File: src/rtl/irq_arb_pkg.sv
package irq_arb_pkg;
   function automatic int unsigned idx_w(int unsigned n);
      return (n > 1) ? $clog2(n) : 1;
   endfunction
endpackage

File: src/rtl/irq_group_prio.sv
module irq_group_prio #(
   parameter int unsigned N = 4,
   parameter int unsigned W = 2
) (
   input  logic [N-1:0] req,
   output logic [W-1:0] idx,
   output logic         any
);
   always_comb begin
      idx = '0;
      any = 1'b0;
      for (int i = N - 1; i >= 0; i--) begin
         if (req[i]) begin
            idx = W'(i);
            any = 1'b1;
         end
      end
   end
endmodule

File: src/rtl/irq_daisy_chain.sv
module irq_daisy_chain #(
   parameter int unsigned N_DEV = 4,
   parameter int unsigned DW    = 2
) (
   input  logic             ack_in,
   input  logic [N_DEV-1:0] req,
   output logic [N_DEV-1:0] ack_out,
   output logic [DW-1:0]    pos
);
   logic [N_DEV-1:0] link;

   assign link[0] = ack_in;
   for (genvar i = 1; i < N_DEV; i++) begin : g_link
      assign link[i] = link[i-1] & ~req[i-1];
   end
   for (genvar i = 0; i < N_DEV; i++) begin : g_take
      assign ack_out[i] = link[i] & req[i];
   end

   always_comb begin
      pos = '0;
      for (int i = 0; i < N_DEV; i++) begin
         if (ack_out[i]) pos = pos | DW'(i);
      end
   end
endmodule

File: src/rtl/irq_level_stack.sv
module irq_level_stack #(
   parameter int unsigned DEPTH = 4,
   parameter int unsigned GW    = 2,
   parameter int unsigned CW    = 3
) (
   input  logic          clk,
   input  logic          rst_n,
   input  logic          push,
   input  logic          pop,
   input  logic [GW-1:0] push_lvl,
   output logic [CW-1:0] top_lvl,
   output logic [CW-1:0] depth
);
   logic [GW-1:0] mem [DEPTH];
   logic [CW-1:0] cnt, cnt_popped;

   assign cnt_popped = (pop && cnt != '0) ? cnt - 1'b1 : cnt;
   assign depth      = cnt;
   assign top_lvl    = (cnt == '0) ? CW'(DEPTH) : CW'(mem[GW'(cnt - 1'b1)]);

   always_ff @(posedge clk or negedge rst_n) begin
      if (!rst_n) begin
         cnt <= '0;
         for (int i = 0; i < DEPTH; i++) mem[i] <= '0;
      end else begin
         if (push && cnt_popped < CW'(DEPTH)) begin
            mem[GW'(cnt_popped)] <= push_lvl;
            cnt <= cnt_popped + 1'b1;
         end else begin
            cnt <= cnt_popped;
         end
      end
   end
endmodule

File: src/rtl/irq_group_arbiter.sv
module irq_group_arbiter #(
   parameter int unsigned N_GRP = 4,
   parameter int unsigned N_DEV = 4,
   parameter int unsigned VEC_W = 8
) (
   input  logic                   clk,
   input  logic                   rst_n,
   input  logic [N_GRP*N_DEV-1:0] dev_req,
   input  logic                   cpu_ack,
   input  logic                   eoi,
   output logic                   cpu_irq,
   output logic [N_GRP*N_DEV-1:0] dev_ack,
   output logic                   vec_valid,
   output logic [VEC_W-1:0]       vec_code
);
   import irq_arb_pkg::*;

   localparam int unsigned GW = idx_w(N_GRP);
   localparam int unsigned DW = idx_w(N_DEV);
   localparam int unsigned CW = $clog2(N_GRP + 1);

   if (N_GRP < 2) begin : g_bad_grp
      $error("irq_group_arbiter: N_GRP must be at least 2");
   end
   if (VEC_W < GW + DW) begin : g_bad_vec
      $error("irq_group_arbiter: VEC_W too narrow for group and position");
   end

   logic [N_GRP-1:0] grp_line;
   logic [GW-1:0]    win;
   logic             any_req;
   logic [CW-1:0]    top_lvl, depth;
   logic             grant;
   logic [DW-1:0]    pos_g [N_GRP];
   logic [DW-1:0]    win_pos;

   for (genvar g = 0; g < N_GRP; g++) begin : g_line
      assign grp_line[g] = |dev_req[g*N_DEV +: N_DEV];
   end

   irq_group_prio #(.N(N_GRP), .W(GW)) u_prio (
      .req (grp_line),
      .idx (win),
      .any (any_req)
   );

   assign cpu_irq = any_req && (CW'(win) < top_lvl);
   assign grant   = cpu_ack && cpu_irq;

   for (genvar g = 0; g < N_GRP; g++) begin : g_chain
      irq_daisy_chain #(.N_DEV(N_DEV), .DW(DW)) u_chain (
         .ack_in  (grant && (win == GW'(g))),
         .req     (dev_req[g*N_DEV +: N_DEV]),
         .ack_out (dev_ack[g*N_DEV +: N_DEV]),
         .pos     (pos_g[g])
      );
   end

   assign win_pos = pos_g[win];

   irq_level_stack #(.DEPTH(N_GRP), .GW(GW), .CW(CW)) u_stack (
      .clk      (clk),
      .rst_n    (rst_n),
      .push     (grant),
      .pop      (eoi),
      .push_lvl (win),
      .top_lvl  (top_lvl),
      .depth    (depth)
   );

   always_ff @(posedge clk or negedge rst_n) begin
      if (!rst_n) begin
         vec_valid <= 1'b0;
         vec_code  <= '0;
      end else begin
         vec_valid <= grant;
         if (grant) vec_code <= (VEC_W'(win) << DW) | VEC_W'(win_pos);
      end
   end
endmodule

File: config.mk
export PLATFORM = sky130hd
export DESIGN_NAME = irq_group_arbiter
export DESIGN_NICKNAME = d
export VERILOG_FILES = /design/src/rtl/irq_arb_pkg.sv /design/src/rtl/irq_group_prio.sv /design/src/rtl/irq_daisy_chain.sv /design/src/rtl/irq_level_stack.sv /design/src/rtl/irq_group_arbiter.sv
export SDC_FILE = /design/constraint.sdc
export NUM_CORES = 1
export LEC_CHECK = 0
export ABC_AREA = 1
export CORE_MARGIN = 2
export CORE_UTILIZATION = 48
export CTS_CLUSTER_SIZE = 40
export DETAILED_ROUTE_END_ITERATION = 12
export PLACE_DENSITY_LB_ADDON = 0.05
export SLEW_MARGIN = 30
export SYNTH_ARGS = -nofsm -noshare
export SYNTH_HDL_FRONTEND = slang
export SYNTH_SLANG_ARGS = --single-unit
export TNS_END_PERCENT = 30
File: constraint.sdc
create_clock -name clk -period 4.8 [get_ports clk]
set_input_delay 0.96 -clock clk [delete_from_list [all_inputs] [get_ports clk]]
set_output_delay 0.96 -clock clk [all_outputs]
set_load 0.1 [all_outputs]
==> Word-level counts from Yosys, hierarchy flattened <==
Cells that the tools add are included.
{ "word_totals": {"reg_bits": 20, "latchBits": 0, "mem_bits_rw": 0, "romBits": 0, "out_inout_bits": 26, "word_cells": 110, "n_memories": 0} }
{ "classes": {"add_sub_neg": 2, "n_mul": 0, "div": 0, "order_cmp": 6, "eq_ne": 3, "shift": 0, "muxes": 32, "n_bitwise": 44, "reduce_logical": 16} }
{ "op_table": {"columns": ["op", "count"], "rows": [
  ["$mux W2", 17],
  ["$and A1 B1 Y1", 28],
  ["$reduce_or A4 Y1", 4],
  ["$not A1 Y1", 12],
  ["$ge A3 B3 Y1 const B", 3],
  ["$logic_and A1 B1 Y1", 9],
  ["$mux W3", 3],
  ["$not A2 Y3", 3],
  ["$bmux W2 S2", 2],
  ["$bwmux W8", 1],
  ["$mux W1", 8],
  ["$demux W2 S2", 1],
  ["$eq A2 B2 Y1 const B", 2],
  ["$or A4 B2 Y4", 1],
  ["$add A3 B1 Y3 const B", 1],
  ["$logic_not A3 Y1", 1],
  ["$lt A2 B3 Y1", 1],
  ["$lt A3 B1 Y1 const B", 1],
  ["$lt A3 B3 Y1 const B", 1],
  ["$reduce_bool A3 Y1", 1],
  ["$sub A3 B1 Y3 const B", 1],
  ["$eq A2 B1 Y1 const B", 1],
  ["$logic_not A2 Y1", 1]
]} }

==> Depth between registers and ports, before layout <==
Gate-level depths: netlist (run 1).
{ "logic_depth": {"ltp_word": 19, "depth_mapped": 14, "ltp_nobuf": 14} }

==> Cells and area by module <==
Synthesis (run 1) repeated with hierarchy kept, for this count alone.
{ "unflattened": {"cells_unflattened": 225, "hier_area_um2": 1436.4} }
{ "modules_own_cells": {"columns": ["mod", "instances", "cells_each", "area_each_um2", "seq_area_each_um2"], "rows": [
  ["irq_level_stack", 1, 92, 673.1, 275.3],
  ["irq_group_arbiter", 1, 73, 471.7, 125.1],
  ["irq_daisy_chain", 4, 13, 63.8, 0.0],
  ["irq_group_prio", 1, 8, 36.3, 0.0]
]} }

==> Worst setup path after synthesis (run 1) <==
Ideal clock, no wire load.
{ "synth_timing": {"kind": "input-to-output", "start": "input port dev_req[10]", "end": "output port dev_ack[8]", "t_arrival_ps": 4655, "setup_slack_ps": -815, "path_stages": 10, "path_buffers": 1, "cell_sequence": "inv_2 -> nand2_4 -> nor2_8 -> nand2_2 -> nand2_4 -> a21boi_2 -> nand2_2 -> nand3_4 -> buf_6 -> nor4_1"} }
{ "synth_between": {"elab_chain_len": 9, "elab_cells_between_ends": 13, "classes_between": "order compare (1); eq/ne (1); mux (6); bitwise (1); reduce/logical (4)"} }
{ "synth_rtl": {"columns": ["element", "line_no", "source"], "rows": [
  ["start: declaration", "irq_group_arbiter.sv:8", "input logic [N_GRP*N_DEV-1:0] dev_req,"],
  ["$reduce_or A4 Y1 (*)", "irq_group_arbiter.sv:38", "assign grp_line[g] = |dev_req[g*N_DEV +: N_DEV];"],
  ["$mux W2 (3 in series)", "irq_group_prio.sv:13", "if (req[i]) begin"],
  ["$lt A2 B3 Y1", "irq_group_arbiter.sv:47", "assign cpu_irq = any_req && (CW'(win) < top_lvl);"],
  ["$logic_and A1 B1 Y1", "irq_group_arbiter.sv:47", null],
  ["$logic_and A1 B1 Y1", "irq_group_arbiter.sv:48", "assign grant = cpu_ack && cpu_irq;"],
  ["$logic_and A1 B1 Y1 (*)", "irq_group_arbiter.sv:52", ".ack_in (grant && (win == GW'(g))),"],
  ["$and A1 B1 Y1 (*)", "irq_daisy_chain.sv:17", "assign ack_out[i] = link[i] & req[i];"],
  ["end: declaration", "irq_group_arbiter.sv:12", "output logic [N_GRP*N_DEV-1:0] dev_ack,"]
]} }
Mark *: on every way between the ends. The rest lies on a longest branch, timed or not.

==> Worst setup path after layout (run 1) <==
{ "layout_timing": {"start": "input port dev_req[4]", "end": "output port dev_ack[13]"} }
{ "layout_between": {"elab_chain_len": 9, "elab_cells_between_ends": 12, "classes_between": "order compare (1); eq/ne (1); mux (4); bitwise (2); reduce/logical (4)"} }
{ "layout_rtl": {"columns": ["element", "line_no", "source"], "rows": [
  ["$reduce_or A4 Y1 (*)", "irq_group_arbiter.sv:38", null],
  ["$mux W2 (2 in series)", "irq_group_prio.sv:13", null],
  ["$lt A2 B3 Y1", "irq_group_arbiter.sv:47", null],
  ["$logic_and A1 B1 Y1", "irq_group_arbiter.sv:47", null],
  ["$logic_and A1 B1 Y1", "irq_group_arbiter.sv:48", null],
  ["$logic_and A1 B1 Y1 (*)", "irq_group_arbiter.sv:52", null],
  ["$and A1 B1 Y1 (*)", "irq_daisy_chain.sv:14", "assign link[i] = link[i-1] & ~req[i-1];"],
  ["$and A1 B1 Y1 (*)", "irq_daisy_chain.sv:17", null]
]} }
Marks and branches as above.

==> out/results.txt, run 1 <==
Pre-antenna DRT Iters - 4
DRC viols - 0
CTS Buf Count - 3
Worst Setup End Kind - output pin
total of max-cap violations - 0
peak supply drop - 0.0006674 V
vias in the first global route - 1183
fin area - 1747 um^2
largest net degree at the start of global routing - 17
placed cell area - 1710 um^2
largest area contributor in the netlist - dfrtp_1
global-route wire length before repair - 5299 um
GP Congestion - 0.8918
number of nets in the layout - 246
fraction of layout cells with a size suffix above 1 - 21.00%
Worst path top cell family by delay - simple AND/OR/NAND/NOR gates
crit path kind - input port to output pin
Netlist Area Pre-Place - 1279 um^2
crit start category - input port
most frequent cells in the layout - nand2_1, clkdlybuf4s50_1, inv_1, nor2_1, o21ai_0
initial antenna violation count - 0
Slew @ Worst Pin - 1.001 ns
critical path data arrival time - 3.17 ns
count of final max-slew check failures - 0
Distinct cells, synth - 30
vias per cell - 5.048
Resized Gates After CTS - 0
Layout area overhead - 36.60%
CP Data Required Time - 3.84 ns
clock root buffer - clkbuf_4
initial DRC count - 31
Die W - 55.62 um
syn_area_per_cell - 7.265 um^2
core area - 2500 um^2
outcome - completed
Antenna Violating Nets Remaining - 0
cts hold-fix bufs - 0
worst path bufs/invs - 4
sequential share of the synthesized area - 31.31%
crit-path max FO - 13
Sink Count - 16
synthesized instance count - 176
Cell Chain, Critical Path - clkdlybuf4s50_1 > nor2_1 > nand2_1 > inv_2 > nand2_2 > nand2_4 > nand3_1 > nand2_2 > nand3_4 > nor3_4 > inv_1 > nor3_1 > buf_12
H-tree depth - 1
CTS tree - done
Core Rows - 18
IO Count - 46
Core Util, Final - 69.87%
slowest CP cell - clkdlybuf4s50_1
grt total ovfl - 0
Vias - 1257
P per Cell Area - 538.0 nW/um^2
RSZ-0062 raised after global routing - no
normalized max-slew margin - 33.06%
Antenna diodes - 0
Fin Clk Skew - 0.006518 ns
Pleak - 0.8689 nW
Die ar. - 3093 um^2
Crit path top cell by count - nand2_2
final setup violation count - 0
GRT Total Usage - 21.28%
detailed placement HPWL - 2491 um
WL final - 3046 um
Final Hold Vio Count - 0
Clk Latency, worst-skew pair - 0.29 ns
top cell type's share of synthesized area - 31.31%
Max Freq - 241.8 MHz
Hold Path Class - register to register
Avg WL per Cell - 12.23 um
Initial Utilization - 51.15%
clock-pin slew on the worst setup and hold paths - 0.09 ns
fin crit share - 86.14%
Tmin final - 4.135 ns
most common cell after layout, fill and taps aside - nand2_1
yosys warns - 0
Die Ht - 55.62 um
I/O Buffers - 41
# Post-CTS Setup Buffers - 0
#FFs+latches synth - 16
most area-consuming cells after synthesis - dfrtp_1, nand2_1, o21ai_0, inv_1, nor2_1
clk buf depth - 2
fill count - 222
slowest stage delay, CP - 0.47 ns
==> cell type report <==
| class | instances | area (um^2) | share of cell area [%] |
|---|---|---|---|
| multi-input combinational | 129 | 745.7 | 42.69 |
| timing repair buffer | 41 | 417.9 | 23.93 |
| sequential | 16 | 400.4 | 22.92 |
| inverter | 29 | 108.9 | 6.232 |
| tap | 30 | 37.54 | 2.149 |
| clock buffer | 4 | 36.28 | 2.077 |
==> synth_stat cells <==
master    instances
xor2_1            3
nand3_1           9
nand2_2           5
o211ai_1          2
inv_1            22
inv_2             7
nand3_4           1
nor3_4            1
nand2_1          35
nor3b_1           1
nor3_2            1
a31oi_1           1
nor3b_2           1
nor2_1           22
buf_4             4
conb_1            1
nor3_1            5
o21ai_0          17
dfrtp_1          16
nor2_8            1
a21boi_0          1
nor2_4            1
nand3_2           1
nand2_4           3
nand4_1           5
nor4_1            1
a21boi_2          1
nor2_2            1
buf_6             1
ha_1              6
==> worst paths after layout <==
check	startpoint	endpoint	slack, ns	depth (start not counted)
setup / recovery	dev_req[4]	dev_ack[13]	0.67	13
hold / removal	vec_code[0]	vec_code[0]	0.50	2
setup reg to reg	u_stack.depth[0]	u_stack.mem[7]	2.44	12
hold reg to reg	vec_code[0]	vec_code[0]	0.50	2
max in group asynchronous	rst_n	vec_code[0]	3.26	1
min in group asynchronous	rst_n	vec_code[1]	1.08	1
==> power by group <==
part	internal, mW	total (mW)	switching (mW)
registers	0.173	0.197	0.0236
logic	0.163	0.652	0.489
clock network	0.0463	0.0908	0.0445
==> worst min-delay path, delay by kind of cell (launching register included) <==
family,cells,cell delay (ns)
and+or+nand+nor,2,0.11
DFF,1,0.36
==> cells by family (layout without fill, tap and decap cells) <==
logic type,after synthesis,in the layout,share of synthesized area [%]
adders and majority gates,6,6,5.871
xor gates and xnor gates,3,3,2.055
buffers and inverters,34,74,11.74
DFF,16,16,31.31
and+or+nand+nor,94,94,38.94
AOI/OAI and AO/OA,22,22,9.785
other,1,4,0.2933
==> flip-flops by register name, indices dropped and copies added, names as in the netlist <==
| register | cells |
|---|---|
| u_stack.mem | 8 |
| vec_code | 4 |
| u_stack.depth | 3 |
| vec_valid | 1 |
==> routing by layer <==
layer	vias to the layer above	GRT usage, %	routed length (um)
met5	-	0	0
met4	0	2.787	8
met3	2	6.512	188
met2	31	35.20	1450
met1	583	28.17	1399
li1	641	-	-
==> per-stage QoR <==
stage	instances	setup WS (ns)	power [mW]	hold slack, ns	TNS (ns)
after floorplan	179	-0.2973	0.7196	0.4478	-0.9618
after detailed placement	245	0.6577	0.8508	0.4732	0
after CTS	249	0.6494	0.9428	0.4967	0
after global placement	245	0.7372	0.8423	0.4673	0
final	249	0.6652	0.9397	0.4952	0
after global routing	249	0.3965	1.009	0.5116	0
Note: power is estimated with default switching activity, not from simulation.
==> run 2, diff against run 1 <==
- CELL_PAD_IN_SITES_DETAIL_PLACEMENT: not set -> 1
- CELL_PAD_IN_SITES_GLOBAL_PLACEMENT: not set -> 1
- CORE_UTILIZATION: 48 -> 28
- GPL_ROUTABILITY_DRIVEN: not set -> 0
- clock period: 4.8 -> 3.6 ns (I/O delays scaled with it)
==> run 2 against run 1 <==
  * Clock-buffer cell count unchanged
  * Critical path depth fell by 3
  * Total power up 58%
==> out/results.txt, run 2 (same netlist as run 1, synthesis figures left out) <==
Antenna Violating Nets Remaining - 0 (unchanged)
DRC viols - 0 (unchanged)
Worst R2R End - u_stack.mem[1]
H-tree depth - 1 (unchanged)
count of final max-slew check failures - 0 (unchanged)
most common cell after layout, fill and taps aside - nand2_1
grt peak-use layer - met2
Tmin final - 3.469 ns
IO Count - 46 (unchanged)
min-delay src - u_stack.mem[3]
Die ar. - 5124 um^2 (+66%)
switching power total - 0.8090 mW (+45%)
number of nets in the layout - 262 (+6.5%)
Largest Register - u_stack.mem
initial antenna violation count - 0 (unchanged)
Hold Path Class - register to register
clock root buffer - clkbuf_8
CTS Buf Count - 3 (unchanged)
Avg WL per Cell - 13.88 um (+13%)
peak supply drop - 0.0003266 V (-51%)
Die W - 71.58 um (+29%)
P per Cell Area - 680.2 nW/um^2 (+26%)
crit-path max FO - 8 (-5)
Initial Utilization - 29.17% (-22 points)
Antenna diodes - 0 (unchanged)
CTS tree - done
fin crit share - 96.37%
grt total ovfl - 0 (unchanged)
vias in the first global route - 1357 (+15%)
max reg flops - 8 (unchanged)
sw frac - 54.38% (-4.9 points)
fraction of layout cells with a size suffix above 1 - 31.06% (+10 points)
crit path kind - input port to output pin
final setup violation count - 0 (unchanged)
Worst Setup End Kind - output pin
sequential power share - 17.5% (-3.5 points)
met3 GRT Util - 3.657% (-2.9 points)
core area - 4384 um^2 (+75%)
critical path data arrival time - 2.75 ns (-0.42 ns)
dpl ws - 0.05465 ns (-0.6030 ns)
total of max-cap violations - 0 (unchanged)
R2R setup slack - 1.29 ns (-1.15 ns)
most frequent cells in the layout - nand2_1, inv_1, nor2_1
Pint - 0.6786 mW (+77%)
Core Rows - 24 (+6)
outcome - completed
WL final - 3983 um (+31%)
Pleak - 1.123 nW (+29%)
Pre-antenna DRT Iters - 4 (unchanged)
global-route wire length before repair - 6203 um (+17%)
Layout area overhead - 71.04%
Vias - 1361 (+8.3%)
Max Freq - 288.2 MHz
GR Util met1 - 18.56% (-9.6 points)
hold path endpoint - u_stack.mem[3]
detailed placement HPWL - 3128 um (+26%)
Clk Latency, worst-skew pair - 0.26 ns (-0.03 ns)
clock-pin slew on the worst setup and hold paths - 0.06 ns (-0.03 ns)
initial DRC count - 41 (+32%)
Fin Clk Skew - 0.01366 ns (+0.007137 ns)
normalized max-slew margin - 34.97% (+1.9 points)
I/O Buffers - 41 (unchanged)
Sink Count - 16 (unchanged)
met2 Use GR - 27.67% (-7.5 points)
Die Ht - 71.58 um (+29%)
Slew @ Worst Pin - 0.9724 ns (-0.02859 ns)
R2R cell count - 14 (+2)
power share of the combinational group - 71.5% (+2.1 points)
overall power - 1.488 mW (+58%)
largest net degree at the start of global routing - 17 (unchanged)
worst setup margin - 0.1306 ns (-0.5346 ns)
vias per cell - 4.742 (-6.1%)
FF-to-FF Start - u_stack.depth[0]
Final Hold Vio Count - 0 (unchanged)
clk buf depth - 2 (unchanged)
hold depth - 2 (unchanged)
GRT Total Usage - 15.29% (-6.0 points)
crit start category - input port
Clock Power Share - 11.1% (+1.4 points)
CP Data Required Time - 2.88 ns (-0.96 ns)
[run 2: worst max-delay path, cell delays in order]
cell and delay, ns:
clkdlybuf4s50_1 0.43, inv_1 0.12, nand3_2 0.15, nor2_2 0.26
nand2_4 0.08, buf_4 0.19, nor3_4 0.21, nand3_2 0.13
nor3b_4 0.26, buf_12 0.20
[run 2: per-stage QoR]
step	hold slack [ns]	cells	instance area (um^2)	setup TNS, ns	utilization [%]
CTS	0.4941	278	2046	0	46.66
global placement	0.4686	274	1991	0	45.41
finish	0.4942	287	2187	0	49.89
detailed placement	0.4779	274	1991	0	45.41
floorplan	0.4244	179	1334	-2.917	-
global route	0.5148	287	2187	-0.01857	49.89
[run 2: worst max path at each step]
| stage | start | end | slack, ns | cells past startpoint |
|---|---|---|---|---|
| final | dev_req[2] | dev_ack[15] | 0.13 | 10 |
| after global routing | dev_req[1] | dev_ack[15] | -0.02 | 10 |
| after CTS | dev_req[9] | dev_ack[15] | 0.05 | 13 |
| after detailed placement | dev_req[9] | dev_ack[15] | 0.05 | 13 |
| after global placement | dev_req[0] | dev_ack[15] | 0.13 | 10 |
| after floorplan | dev_req[11] | dev_ack[5] | -0.66 | 9 |
[run 2: cell type report]
type,count,area [um^2]
inverter,29,108.9
tap,52,65.06
fill,513,2197
sequential,16,400.4
multi-input combinational,129,832.0
clock buffer,4,55.05
timing repair buffer,57,725.7
[run 2: power by group through the flow]
stage                     Sequential [mW]  Clock [mW]  Combinational, mW
after global routing                0.267       0.178               1.15
after CTS                           0.264       0.171               1.02
final                               0.260       0.164               1.06
after floorplan                     0.381           0              0.550
after detailed placement            0.266           0               1.01
after global placement              0.265           0              0.989
[run 2: per-layer routing]
| metal | part of all wire [%] | up-vias |
|---|---|---|
| met1 | 42 | 654 |
| met4 | 0.65 | 0 |
| met2 | 52 | 35 |
| li1 | - | 667 |
| met5 | 0 | - |
| met3 | 4.7 | 5 |
[run 2: what timing repair did]
item,CTS,global route
endpoints found under the setup margin,0,10
buffers inserted,0,9
resized for setup,0,22
hold buffers,0,0
